--- config.mk ---
export PLATFORM = sky130hd
export DESIGN_NAME = link_turnaround_ctl
export DESIGN_NICKNAME = d
export VERILOG_FILES = /design/src/rtl/link_ctl_pkg.sv /design/src/rtl/link_hold_timer.sv /design/src/rtl/link_cmd_timeout.sv /design/src/rtl/link_pad_drive.sv /design/src/rtl/link_turnaround_ctl.sv
export SDC_FILE = /design/constraint.sdc
export NUM_CORES = 1
export LEC_CHECK = 0
export ABC_AREA = 0
export BUFFER_PORTS_ARGS = -buffer_cell sky130_fd_sc_hd__buf_4
export CORE_MARGIN = 4
export CORE_UTILIZATION = 37
export CTS_CLUSTER_SIZE = 8
export DETAILED_ROUTE_END_ITERATION = 12
export HOLD_SLACK_MARGIN = 0.12
export SETUP_SLACK_MARGIN = 0.15
export SLEW_MARGIN = 20
export SYNTH_ARGS = -nofsm -noshare
export SYNTH_HDL_FRONTEND = slang
export SYNTH_SLANG_ARGS = --single-unit
--- constraint.sdc ---
create_clock -name clk -period 5.7 [get_ports clk]
set_input_delay 1.14 -clock clk [delete_from_list [all_inputs] [get_ports clk]]
set_output_delay 1.14 -clock clk [all_outputs]
set_load 0.05 [all_outputs]
--- src/rtl/link_ctl_pkg.sv ---
// Package: shared command and state encodings for the link controller.
// Assumes: the frame engine decodes eng_kind with the values below.
package link_ctl_pkg;

    typedef enum logic [1:0] {
        CMD_BREAK = 2'd0,
        CMD_DUMMY = 2'd1,
        CMD_SEND  = 2'd2,
        CMD_RECV  = 2'd3
    } eng_cmd_e;

    typedef enum logic [3:0] {
        ST_OFF,
        ST_LOW,
        ST_HIGH,
        ST_BRK_GO,
        ST_BRK_WAIT,
        ST_IDLE,
        ST_DUM_GO,
        ST_DUM_WAIT,
        ST_TX_GO,
        ST_RX_DRAIN,
        ST_RX_PULL,
        ST_RX_GO,
        ST_RX_WAIT,
        ST_DIS_DRAIN,
        ST_DIS_PULL
    } link_st_e;

endpackage

--- src/rtl/link_hold_timer.sv ---
// Module: down-counter that measures the entry hold phases.
// A load sets the count. The count then falls by one per cycle and stops at zero.
// Assumes: the caller loads (cycles - 1), so that 'expired' is seen on the last cycle.
module link_hold_timer #(
    parameter int W = 16
) (
    input  logic         clk,
    input  logic         rst_n,
    input  logic         load,
    input  logic [W-1:0] load_val,
    output logic         expired
);
    logic [W-1:0] cnt;

    // Purpose: load or count down toward zero.
    always_ff @(posedge clk) begin
        if (!rst_n) begin
            cnt <= '0;
        end else if (load) begin
            cnt <= load_val;
        end else if (cnt != '0) begin
            cnt <= cnt - 1'b1;
        end
    end

    assign expired = (cnt == '0);
endmodule

--- src/rtl/link_cmd_timeout.sv ---
// Module: millisecond timeout budget for waits that depend on the target.
// Reload restores the full budget. Ticks count only while tick_en is high.
// Assumes: ms_tick is a single-cycle pulse.
module link_cmd_timeout #(
    parameter int TMO_MS = 100,
    parameter int W      = 8
) (
    input  logic clk,
    input  logic rst_n,
    input  logic reload,
    input  logic tick_en,
    input  logic ms_tick,
    output logic expired
);
    localparam logic [W-1:0] FULL = W'(TMO_MS);
    logic [W-1:0] left;

    // Purpose: reload on success, else spend one unit per tick during a wait.
    always_ff @(posedge clk) begin
        if (!rst_n) begin
            left <= FULL;
        end else if (reload) begin
            left <= FULL;
        end else if (tick_en && ms_tick && left != '0) begin
            left <= left - 1'b1;
        end
    end

    assign expired = (left == '0);
endmodule

--- src/rtl/link_pad_drive.sv ---
// Module: pad multiplexer for the shared data line and the clock pad enable.
// Assumes: the engine's bit is only valid while eng_busy is high.
//          An idle transmitter holds the line high.
module link_pad_drive (
    input  logic low_hold,
    input  logic link_on,
    input  logic drive_tx,
    input  logic eng_busy,
    input  logic eng_dout,
    output logic data_out,
    output logic data_oe,
    output logic clk_oe
);
    // Purpose: choose the pad enables and the value driven on the data line.
    always_comb begin
        clk_oe  = link_on;
        data_oe = link_on && drive_tx;
        if (!data_oe) begin
            data_out = 1'b0;
        end else if (low_hold) begin
            data_out = 1'b0;
        end else begin
            data_out = eng_busy ? eng_dout : 1'b1;
        end
    end
endmodule

--- src/rtl/link_turnaround_ctl.sv ---
// Module: programming link controller (top). Sequences link entry and exit,
// and turns the shared data line around between transmit and receive.
// Assumes: the engine raises eng_busy in the cycle after eng_start and holds it
// until its frame ends. Requests are single-cycle pulses.
module link_turnaround_ctl
    import link_ctl_pkg::*;
#(
    parameter int LOW_CYC      = 50000,
    parameter int HIGH_CYC     = 50,
    parameter int TMO_MS       = 100,
    parameter int BREAK_FRAMES = 2,
    parameter int BYTE_W       = 8
) (
    input  logic              clk,
    input  logic              rst_n,
    input  logic              en_req,
    input  logic              dis_req,
    input  logic              send_req,
    input  logic [BYTE_W-1:0] send_data,
    input  logic              recv_req,
    input  logic              line_in,
    input  logic              ms_tick,
    input  logic              eng_busy,
    input  logic              eng_dout,
    output logic              data_out,
    output logic              data_oe,
    output logic              clk_oe,
    output logic              eng_start,
    output logic [1:0]        eng_kind,
    output logic [BYTE_W-1:0] eng_byte,
    output logic              req_ready,
    output logic              op_done,
    output logic              tmo_err
);
    localparam int HOLD_MAX = (LOW_CYC > HIGH_CYC) ? LOW_CYC : HIGH_CYC;
    localparam int HOLD_W   = $clog2(HOLD_MAX + 1);
    localparam int TMO_W    = $clog2(TMO_MS + 1);
    localparam int BRK_W    = $clog2(BREAK_FRAMES + 1);
    localparam logic [HOLD_W-1:0] LOW_LOAD  = HOLD_W'(LOW_CYC - 1);
    localparam logic [HOLD_W-1:0] HIGH_LOAD = HOLD_W'(HIGH_CYC - 1);
    localparam logic [BRK_W-1:0]  BRK_INIT  = BRK_W'(BREAK_FRAMES);

    link_st_e          st, st_n;
    logic              dir_tx, dir_n;
    logic              err, err_n;
    logic [BRK_W-1:0]  brk_left, brk_n;
    logic [BYTE_W-1:0] byte_q, byte_n;
    logic              hold_load, hold_exp;
    logic [HOLD_W-1:0] hold_val;
    logic              tmo_reload, tmo_exp, tmo_tick_en;
    eng_cmd_e          kind;

    link_hold_timer #(.W(HOLD_W)) u_hold (
        .clk      (clk),
        .rst_n    (rst_n),
        .load     (hold_load),
        .load_val (hold_val),
        .expired  (hold_exp)
    );

    link_cmd_timeout #(.TMO_MS(TMO_MS), .W(TMO_W)) u_tmo (
        .clk     (clk),
        .rst_n   (rst_n),
        .reload  (tmo_reload),
        .tick_en (tmo_tick_en),
        .ms_tick (ms_tick),
        .expired (tmo_exp)
    );

    link_pad_drive u_pad (
        .low_hold (st == ST_LOW),
        .link_on  (st != ST_OFF),
        .drive_tx (dir_tx),
        .eng_busy (eng_busy),
        .eng_dout (eng_dout),
        .data_out (data_out),
        .data_oe  (data_oe),
        .clk_oe   (clk_oe)
    );

    // Purpose: the timeout only runs while waiting on the target.
    assign tmo_tick_en = (st == ST_RX_PULL) || (st == ST_RX_WAIT) || (st == ST_DIS_PULL);

    // Purpose: next-state, command and timer control for the link sequence.
    always_comb begin
        st_n       = st;
        dir_n      = dir_tx;
        err_n      = err;
        brk_n      = brk_left;
        byte_n     = byte_q;
        hold_load  = 1'b0;
        hold_val   = '0;
        tmo_reload = 1'b0;
        eng_start  = 1'b0;
        kind       = CMD_BREAK;
        op_done    = 1'b0;
        unique case (st)
            ST_OFF: begin
                if (en_req) begin
                    st_n       = ST_LOW;
                    dir_n      = 1'b1;
                    err_n      = 1'b0;
                    hold_load  = 1'b1;
                    hold_val   = LOW_LOAD;
                    tmo_reload = 1'b1;
                end
            end
            ST_LOW: begin
                if (hold_exp) begin
                    st_n      = ST_HIGH;
                    hold_load = 1'b1;
                    hold_val  = HIGH_LOAD;
                end
            end
            ST_HIGH: begin
                if (hold_exp) begin
                    st_n  = ST_BRK_GO;
                    brk_n = BRK_INIT;
                end
            end
            ST_BRK_GO: begin
                if (!eng_busy) begin
                    eng_start = 1'b1;
                    kind      = CMD_BREAK;
                    st_n      = ST_BRK_WAIT;
                end
            end
            ST_BRK_WAIT: begin
                if (!eng_busy) begin
                    if (brk_left <= BRK_W'(1)) begin
                        st_n       = ST_IDLE;
                        tmo_reload = 1'b1;
                    end else begin
                        brk_n = brk_left - 1'b1;
                        st_n  = ST_BRK_GO;
                    end
                end
            end
            ST_IDLE: begin
                if (dis_req) begin
                    tmo_reload = 1'b1;
                    if (dir_tx) begin
                        st_n = ST_DIS_DRAIN;
                    end else begin
                        st_n = ST_OFF;
                    end
                end else if (send_req && !err) begin
                    tmo_reload = 1'b1;
                    byte_n     = send_data;
                    st_n       = dir_tx ? ST_TX_GO : ST_DUM_GO;
                end else if (recv_req && !err) begin
                    tmo_reload = 1'b1;
                    st_n       = dir_tx ? ST_RX_DRAIN : ST_RX_GO;
                end
            end
            ST_DUM_GO: begin
                if (!eng_busy) begin
                    eng_start = 1'b1;
                    kind      = CMD_DUMMY;
                    st_n      = ST_DUM_WAIT;
                end
            end
            ST_DUM_WAIT: begin
                if (!eng_busy) begin
                    dir_n = 1'b1;
                    st_n  = ST_TX_GO;
                end
            end
            ST_TX_GO: begin
                if (!eng_busy) begin
                    eng_start  = 1'b1;
                    kind       = CMD_SEND;
                    op_done    = 1'b1;
                    tmo_reload = 1'b1;
                    st_n       = ST_IDLE;
                end
            end
            ST_RX_DRAIN: begin
                if (!eng_busy) begin
                    dir_n = 1'b0;
                    st_n  = ST_RX_PULL;
                end
            end
            ST_RX_PULL: begin
                if (line_in) begin
                    tmo_reload = 1'b1;
                    st_n       = ST_RX_GO;
                end else if (tmo_exp) begin
                    err_n = 1'b1;
                    st_n  = ST_IDLE;
                end
            end
            ST_RX_GO: begin
                if (!eng_busy) begin
                    eng_start = 1'b1;
                    kind      = CMD_RECV;
                    st_n      = ST_RX_WAIT;
                end
            end
            ST_RX_WAIT: begin
                if (!eng_busy) begin
                    op_done    = 1'b1;
                    tmo_reload = 1'b1;
                    st_n       = ST_IDLE;
                end else if (tmo_exp) begin
                    err_n = 1'b1;
                    st_n  = ST_IDLE;
                end
            end
            ST_DIS_DRAIN: begin
                if (!eng_busy) begin
                    dir_n = 1'b0;
                    st_n  = ST_DIS_PULL;
                end
            end
            ST_DIS_PULL: begin
                if (line_in) begin
                    st_n = ST_OFF;
                end else if (tmo_exp) begin
                    err_n = 1'b1;
                    st_n  = ST_OFF;
                end
            end
            default: st_n = ST_OFF;
        endcase
        if (st_n == ST_OFF) begin
            dir_n = 1'b0;
        end
    end

    // Purpose: state and control registers.
    always_ff @(posedge clk) begin
        if (!rst_n) begin
            st       <= ST_OFF;
            dir_tx   <= 1'b0;
            err      <= 1'b0;
            brk_left <= '0;
            byte_q   <= '0;
        end else begin
            st       <= st_n;
            dir_tx   <= dir_n;
            err      <= err_n;
            brk_left <= brk_n;
            byte_q   <= byte_n;
        end
    end

    assign eng_kind  = kind;
    assign eng_byte  = byte_q;
    assign req_ready = (st == ST_IDLE) && !err;
    assign tmo_err   = err;
endmodule

==> results of run 1 <==
-- synth_stat cells (2+ instances only) --
cell	number
inv_1	13
o22ai_1	2
buf_2	2
nor3_1	11
a21boi_0	3
clkbuf_1	7
or3_1	5
or4_1	2
xor2_1	7
nand4_1	4
nor4_1	5
ha_1	3
nand3_1	3
dfxtp_1	39
nor2_1	45
nor2b_1	7
buf_6	4
nor3b_1	2
a21oi_1	22
a31o_2	2
xnor2_1	6
o311ai_0	3
or2_2	2
o21ai_0	10
o221ai_1	2
nand2_1	29
o211a_1	2
nor4b_1	2
mux2i_1	11
a31oi_1	5
buf_4	2
a211oi_1	4
nand2b_1	8
nand3b_1	3
and3_1	4
-- power groups by stage --
| stage | clock [W] | combinational, W | sequential, W |
|---|---|---|---|
| 5_1_grt | 0.000257 | 0.000202 | 0.000332 |
| 2_1_floorplan | 0 | 0.000151 | 0.000321 |
| 3_3_place_gp | 0 | 0.000180 | 0.000334 |
| 6_report | 0.000237 | 0.000179 | 0.000328 |
| 3_5_place_dp | 0 | 0.000180 | 0.000334 |
| 4_1_cts | 0.000246 | 0.000181 | 0.000328 |
-- layout make-up --
cell class	count	area [µm²]
inverters	13	48.8
well taps	75	93.8
clock buffers	5	68.8
repair buffers	35	263
fillers	617	3330
multi-input cells	232	1430
clock inverters	3	43.8
flip-flops and latches	39	781
-- sequential cells by signal, summed over array words and instances, names as in the netlist --
| register | flops |
|---|---|
| brk_left | 2 |
| dir_tx | 1 |
| u_tmo.left | 7 |
| eng_byte | 8 |
| st | 4 |
| u_hold.cnt | 16 |
| tmo_err | 1 |
-- cell usage in the layout (no fill, tap or decap), types with 3 or more instances in the layout --
cell	n
xor2_1	7
nor2_1	45
xnor2_1	6
or3_1	5
nand3_1	3
o21ai_0	10
buf_4	35
nor4_1	5
nor2b_1	7
clkbuf_8	5
nand2b_1	8
nand2_1	29
o311ai_0	3
nand3b_1	3
nor3_1	11
a211oi_1	4
and3_1	4
a31oi_1	5
ha_1	3
dfxtp_1	39
mux2i_1	11
inv_1	13
nand4_1	4
a21oi_1	22
a21boi_0	3
-- kinds of logic after synthesis --
group           Yosys count  share of synthesized area
compound gates           66                      0.187
xor+xnor                 13                     0.0483
flops                    39                      0.331
simple gates            138                      0.303
fa+ha+maj                 3                     0.0159
mux                      12                     0.0515
buf+inv                  29                     0.0632
-- per-stage QoR --
| step | setup WS [ps] | hold WS, ps | area, µm² |
|---|---|---|---|
| final | 2450 | 470 | 2730 |
| after CTS | 2450 | 469 | 2730 |
| after global placement | 2650 | 452 | 2610 |
| after detailed placement | 2630 | 455 | 2610 |
| after floorplan | 2140 | 439 | 2360 |
| after global routing | 2270 | 496 | 2730 |
-- routing by layer --
metal / part of all wire / GRT usage
met1: 0.50 / 0.214
met2: 0.43 / 0.232
met3: 0.053 / 0.0423
met4: 0.018 / 0.0530
met5: 0 / 0
-- worst max path at each step --
stage,startpoint,to
after floorplan,eng_busy,eng_start
after global placement,eng_busy,op_done
after detailed placement,eng_busy,op_done
after CTS,st[2],req_ready
after global routing,st[2],req_ready
final,st[2],req_ready
-- critical path: stages, from the launching register on --
cell and delay [ps]:
dfxtp_1 770, nand2b_1 320, or2_2 410, nor2_1 110
buf_4 200
==> impl_metrics.env, run 1 <==
export IMPL_status="complete, no violations"
export IMPL_p_sw_w=0.000240
export IMPL_finalMaxSlewViolations=0
export IMPL_reg2regPathDepth=5
export IMPL_synth_ff_type="dfxtp_1"
export IMPL_grt_max_degree=29
export IMPL_ir_worst_vdd_mv=0.146
export IMPL_io_pins=35
export IMPL_dpl_cell_count=394
export IMPL_endpoint_kind="output pin"
export IMPL_hold_depth=2
export IMPL_cts_repair_timing_setup_buffer_count=0
export IMPL_powerDensity_mw_per_mm2=273
export IMPL_ys_seq_elements=39
export IMPL_hpwlAfterDp_um=4040
export IMPL_setup_tns_ps=0
export IMPL_critPathLaunchType="flop"
export IMPL_syn_area_per_cell_um2=7.86
export IMPL_timing_rr_start="st[1]"
export IMPL_numCtsBuffers=5
export IMPL_setup_viol=0
export IMPL_dieWidth_um=87.8
export IMPL_antennaDiodeCount=0
export IMPL_drc=0
export IMPL_total_power_w=0.000745
export IMPL_dr_pass1_iters=4
export IMPL_nets=347
export IMPL_reg2reg_slack_ps=3200
export IMPL_place_congestion=0.922
export IMPL_track_usage=0.155
export IMPL_min_period_ps=3250
export IMPL_seq_power_share=0.441
export IMPL_cts_buffer_depth=2
export IMPL_postCtsHoldBufs=0
export IMPL_cts_htree_levels=2
export IMPL_cp_arrival_ps=2110
export IMPL_max_clock_freq_mhz=308
export IMPL_hp_start="u_tmo.left[6]"
export IMPL_syn_inst=300
export IMPL_period_share=0.570
export IMPL_cts_sinks=39
export IMPL_start_util=0.389
export IMPL_yosysTopAreaCellShare=0.331
export IMPL_insertion_delay_ps=290
export IMPL_synth_async_reset_ratio=0
export IMPL_cp_max_fo=22
export IMPL_post_cts_resized=0
export IMPL_hold_class="reg -> reg"
export IMPL_synth_warnings=0
export IMPL_drive_above_1_share=0.162
export IMPL_criticalPathCategory="reg -> out"
export IMPL_die_area_mm2=0.00771
export IMPL_drt_iter0_drc=64
export IMPL_ys_top_cells_by_area="dfxtp_1 33%, nor2_1 7.2%, a21oi_1 4.7%, mux2i_1 4.7%, nand2_1 4.6%"
export IMPL_synth_cell_types=54
export IMPL_root_buffer="clkbuf_8"
export IMPL_vias=2165
export IMPL_relSlewSlack=0.431
export IMPL_antenna_found_initial=0
export IMPL_synth_seq_area_share=0.331
export IMPL_grt_pass1_wl_um=9420
export IMPL_viasPerCell=5.39
export IMPL_grt_pass1_vias=1927
export IMPL_synth_nets=321
export IMPL_holdPathEnd="u_tmo.left[6]"
export IMPL_required_ps=4560
export IMPL_final_core_util=0.450
export IMPL_cts_tree="done"
export IMPL_regToRegEndpoint="u_tmo.left[2]"
export IMPL_fp_row_count=28
export IMPL_grt_ovfl_total=0
export IMPL_skew_ps=4.41
export IMPL_grt_setup_unrepaired="false"
export IMPL_detail_route_antenna_nets=0
export IMPL_p_int_w=0.000505
export IMPL_hold_violations=0
export IMPL_die_y_um=87.8
export IMPL_post_drt_wl_per_cell_um=13.9
export IMPL_synth_edf_count=0
export IMPL_p_clk_frac=0.318
export IMPL_worstMarginPinSlew_ps=852
export IMPL_drt_total_wl_um=5580
export IMPL_max_cap_violations=0
export IMPL_instances_no_fill=402
export IMPL_yosys_area_top_type="dfxtp_1"
export IMPL_synth_area_mm2=0.00236
export IMPL_area_growth_pct=15.7
export IMPL_swShare=0.322
export IMPL_p_leak_nw=1.10
export IMPL_clk_pin_slew_ps=80
export IMPL_power_frac_comb=0.241
export IMPL_io_buffers=34
export IMPL_core_area_mm2=0.00606
(Power assumes the default switching activity.)
==> run 2: changes to the inputs <==
--- a/config.mk
+++ b/config.mk
@@ -5,7 +5,7 @@
 export SDC_FILE = /design/constraint.sdc
 export NUM_CORES = 1
 export LEC_CHECK = 0
-export ABC_AREA = 0
+export ABC_AREA = 1
 export BUFFER_PORTS_ARGS = -buffer_cell sky130_fd_sc_hd__buf_4
 export CORE_MARGIN = 4
 export CORE_UTILIZATION = 37
==> constraint.sdc (replaced) <==
create_clock -name clk -period 2.66 [get_ports clk]
set_input_delay 0.532 -clock clk [delete_from_list [all_inputs] [get_ports clk]]
set_output_delay 0.532 -clock clk [all_outputs]
set_load 0.05 [all_outputs]
==> run 2 against run 1 <==
Compared with the run above: routed wire length is 21% higher; global-route usage is 0.97 points higher; non-clock buffer count stayed put; worst hold slack worse by 19 ps; first-iteration DRC count grew to 2.5 times the previous value.
==> impl_metrics.env, run 2 <==
export IMPL_p_sw_w=0.000503
export IMPL_required_ps=2130
export IMPL_ys_seq_elements=39
export IMPL_hold_class="in -> reg"
export IMPL_ys_top_cells_by_area="dfxtp_1 30%, nand2_1 14%, nor2_1 9.2%, nand3_1 7.2%, inv_1 6.3%"
export IMPL_grt_setup_unrepaired="false"
export IMPL_antenna_found_initial=0
export IMPL_grt_pass1_vias=2459
export IMPL_setup_viol=0
export IMPL_synth_async_reset_ratio=0
export IMPL_p_int_w=0.000941
export IMPL_swShare=0.348
export IMPL_netlist_top_cells_count="97 x nand2_1, 63 x nor2_1, 43 x inv_1"
export IMPL_endpoint_kind="output pin"
export IMPL_io_buffers=34
export IMPL_synth_ff_type="dfxtp_1"
export IMPL_postCtsHoldBufs=0
export IMPL_powerDensity_mw_per_mm2=487
export IMPL_cts_htree_levels=2
export IMPL_syn_area_per_cell_um2=6.40
export IMPL_hold_slack_ps=451
export IMPL_cts_buffer_depth=2
export IMPL_dr_pass1_iters=5
export IMPL_nets=457
export IMPL_track_usage=0.164
export IMPL_synth_cell_types=36
export IMPL_post_drt_wl_per_cell_um=13.0
export IMPL_antennaDiodeCount=0
export IMPL_crit_chain="inv_2, nor2_2, nand3_1, o2111ai_1, buf_4"
export IMPL_criticalPathCategory="reg -> out"
export IMPL_start_util=0.381
export IMPL_max_cap_violations=0
export IMPL_insertion_delay_ps=300
export IMPL_io_pins=35
export IMPL_max_clock_freq_mhz=416
export IMPL_yosysTopAreaCellShare=0.304
export IMPL_cp_max_fo=10
export IMPL_reg2reg_slack_ps=680
export IMPL_post_dp_cell_area_mm2=0.00287
export IMPL_die_area_mm2=0.00835
export IMPL_worstMarginPinSlew_ps=575
export IMPL_syn_inst=402
export IMPL_area_growth_pct=15.2
export IMPL_grt_ovfl_total=0
export IMPL_skew_ps=9.58
export IMPL_synth_nets=423
export IMPL_hold_depth=3
export IMPL_synth_edf_count=0
export IMPL_drive_above_1_share=0.178
export IMPL_viasPerCell=5.07
export IMPL_layout_common_cells="97 x nand2_1, 63 x nor2_1, 43 x inv_1"
export IMPL_power_frac_comb=0.247
export IMPL_cts_sinks=39
export IMPL_grt_max_degree=17
export IMPL_min_period_ps=2400
export IMPL_critPathLaunchType="flop"
export IMPL_seq_power_share=0.456
export IMPL_die_y_um=91.4
export IMPL_cts_tree="done"
export IMPL_layout_commonest_cell="nand2_1"
export IMPL_setup_tns_ps=0
export IMPL_drt_total_wl_um=6730
export IMPL_yosysMostFrequentCell="nand2_1"
export IMPL_status="complete, no violations"
export IMPL_relSlewSlack=0.616
export IMPL_grt_pass1_wl_um=11300
export IMPL_detail_route_antenna_nets=0
export IMPL_hpwlAfterDp_um=5150
export IMPL_ir_worst_vdd_mv=0.249
export IMPL_drc=0
export IMPL_clk_pin_slew_ps=90
export IMPL_max_stage_delay_ps=640
export IMPL_yosys_area_top_type="dfxtp_1"
export IMPL_drt_iter0_drc=161
export IMPL_total_power_w=0.00144
export IMPL_finalWorstSetupSlack_ps=257
export IMPL_core_area_mm2=0.00676
export IMPL_cp_slowest_cell="dfxtp_1"
export IMPL_reg2regPathDepth=11
export IMPL_synth_area_mm2=0.00257
export IMPL_dieWidth_um=91.4
export IMPL_dp_slack_ps=613
export IMPL_vias=2620
export IMPL_largest_register_ffs=16
export IMPL_synth_warnings=0
export IMPL_largest_register="u_hold.cnt"
export IMPL_synth_seq_area_share=0.304
export IMPL_p_clk_frac=0.297
export IMPL_place_congestion=0.909
export IMPL_root_buffer="clkbuf_8"
export IMPL_post_cts_resized=0
export IMPL_cts_repair_timing_setup_buffer_count=0
export IMPL_numCtsBuffers=5
export IMPL_period_share=0.903
export IMPL_hold_violations=0
export IMPL_finalMaxSlewViolations=0
export IMPL_fp_row_count=30
export IMPL_fin_area_mm2=0.00296
export IMPL_cp_arrival_ps=1870
export IMPL_p_leak_nw=1.47
## run 2: power groups by stage
stage / registers (W) / clock network [W] / logic, W
after floorplan: 0.000660 / 0 / 0.000288
after global placement: 0.000672 / 0 / 0.000354
after detailed placement: 0.000672 / 0 / 0.000354
after CTS: 0.000658 / 0.000446 / 0.000356
after global routing: 0.000666 / 0.000465 / 0.000405
final: 0.000658 / 0.000429 / 0.000356
## run 2: area by class of cell
class	count	area (µm²)
clock buffers	5	68.8
flip-flops and latches	39	781
fillers	716	3790
repair buffers	35	263
inverters	51	194
multi-input cells	304	1530
clock inverters	3	23.8
well taps	80	100
## run 2: final timing paths
path,start,endpoint
setup reg to reg,u_tmo.left[0],dir_tx
hold / removal,send_data[6],eng_byte[6]
hold reg to reg,u_tmo.left[0],u_tmo.left[0]
setup / recovery,st[3],eng_start
## run 2: cells by family (layout without fill, tap and decap cells)
kind of cell,Yosys count,count (layout),synth area share
simple gates,236,236,0.428
buf+inv,59,94,0.102
compound gates,55,55,0.118
flops,39,39,0.304
xor+xnor,10,10,0.0341
fa+ha+maj,3,3,0.0146
## run 2: layer usage
metal | up-vias | track usage | part of all wire | wire length (µm)
li1 | 1362 | - | - | -
met1 | 1150 | 0.228 | 0.48 | 3230
met2 | 97 | 0.254 | 0.44 | 2940
met3 | 11 | 0.0340 | 0.065 | 437
met4 | 0 | 0.0528 | 0.018 | 119
met5 | - | 0 | 0 | 0
## run 2: per-stage QoR
stage	instances	utilization
after floorplan	402	-
after global placement	509	0.425
after detailed placement	509	0.425
after CTS	517	0.439
after global routing	517	0.439
final	517	0.439
## run 2: critical path, delay by kind of cell, from the launching register on
family | cells | cell delay, ps
flip-flops | 1 | 640
AO/OA/AOI/OAI | 1 | 110
AND/OR/NAND/NOR | 2 | 410
buffers and inverters | 2 | 410
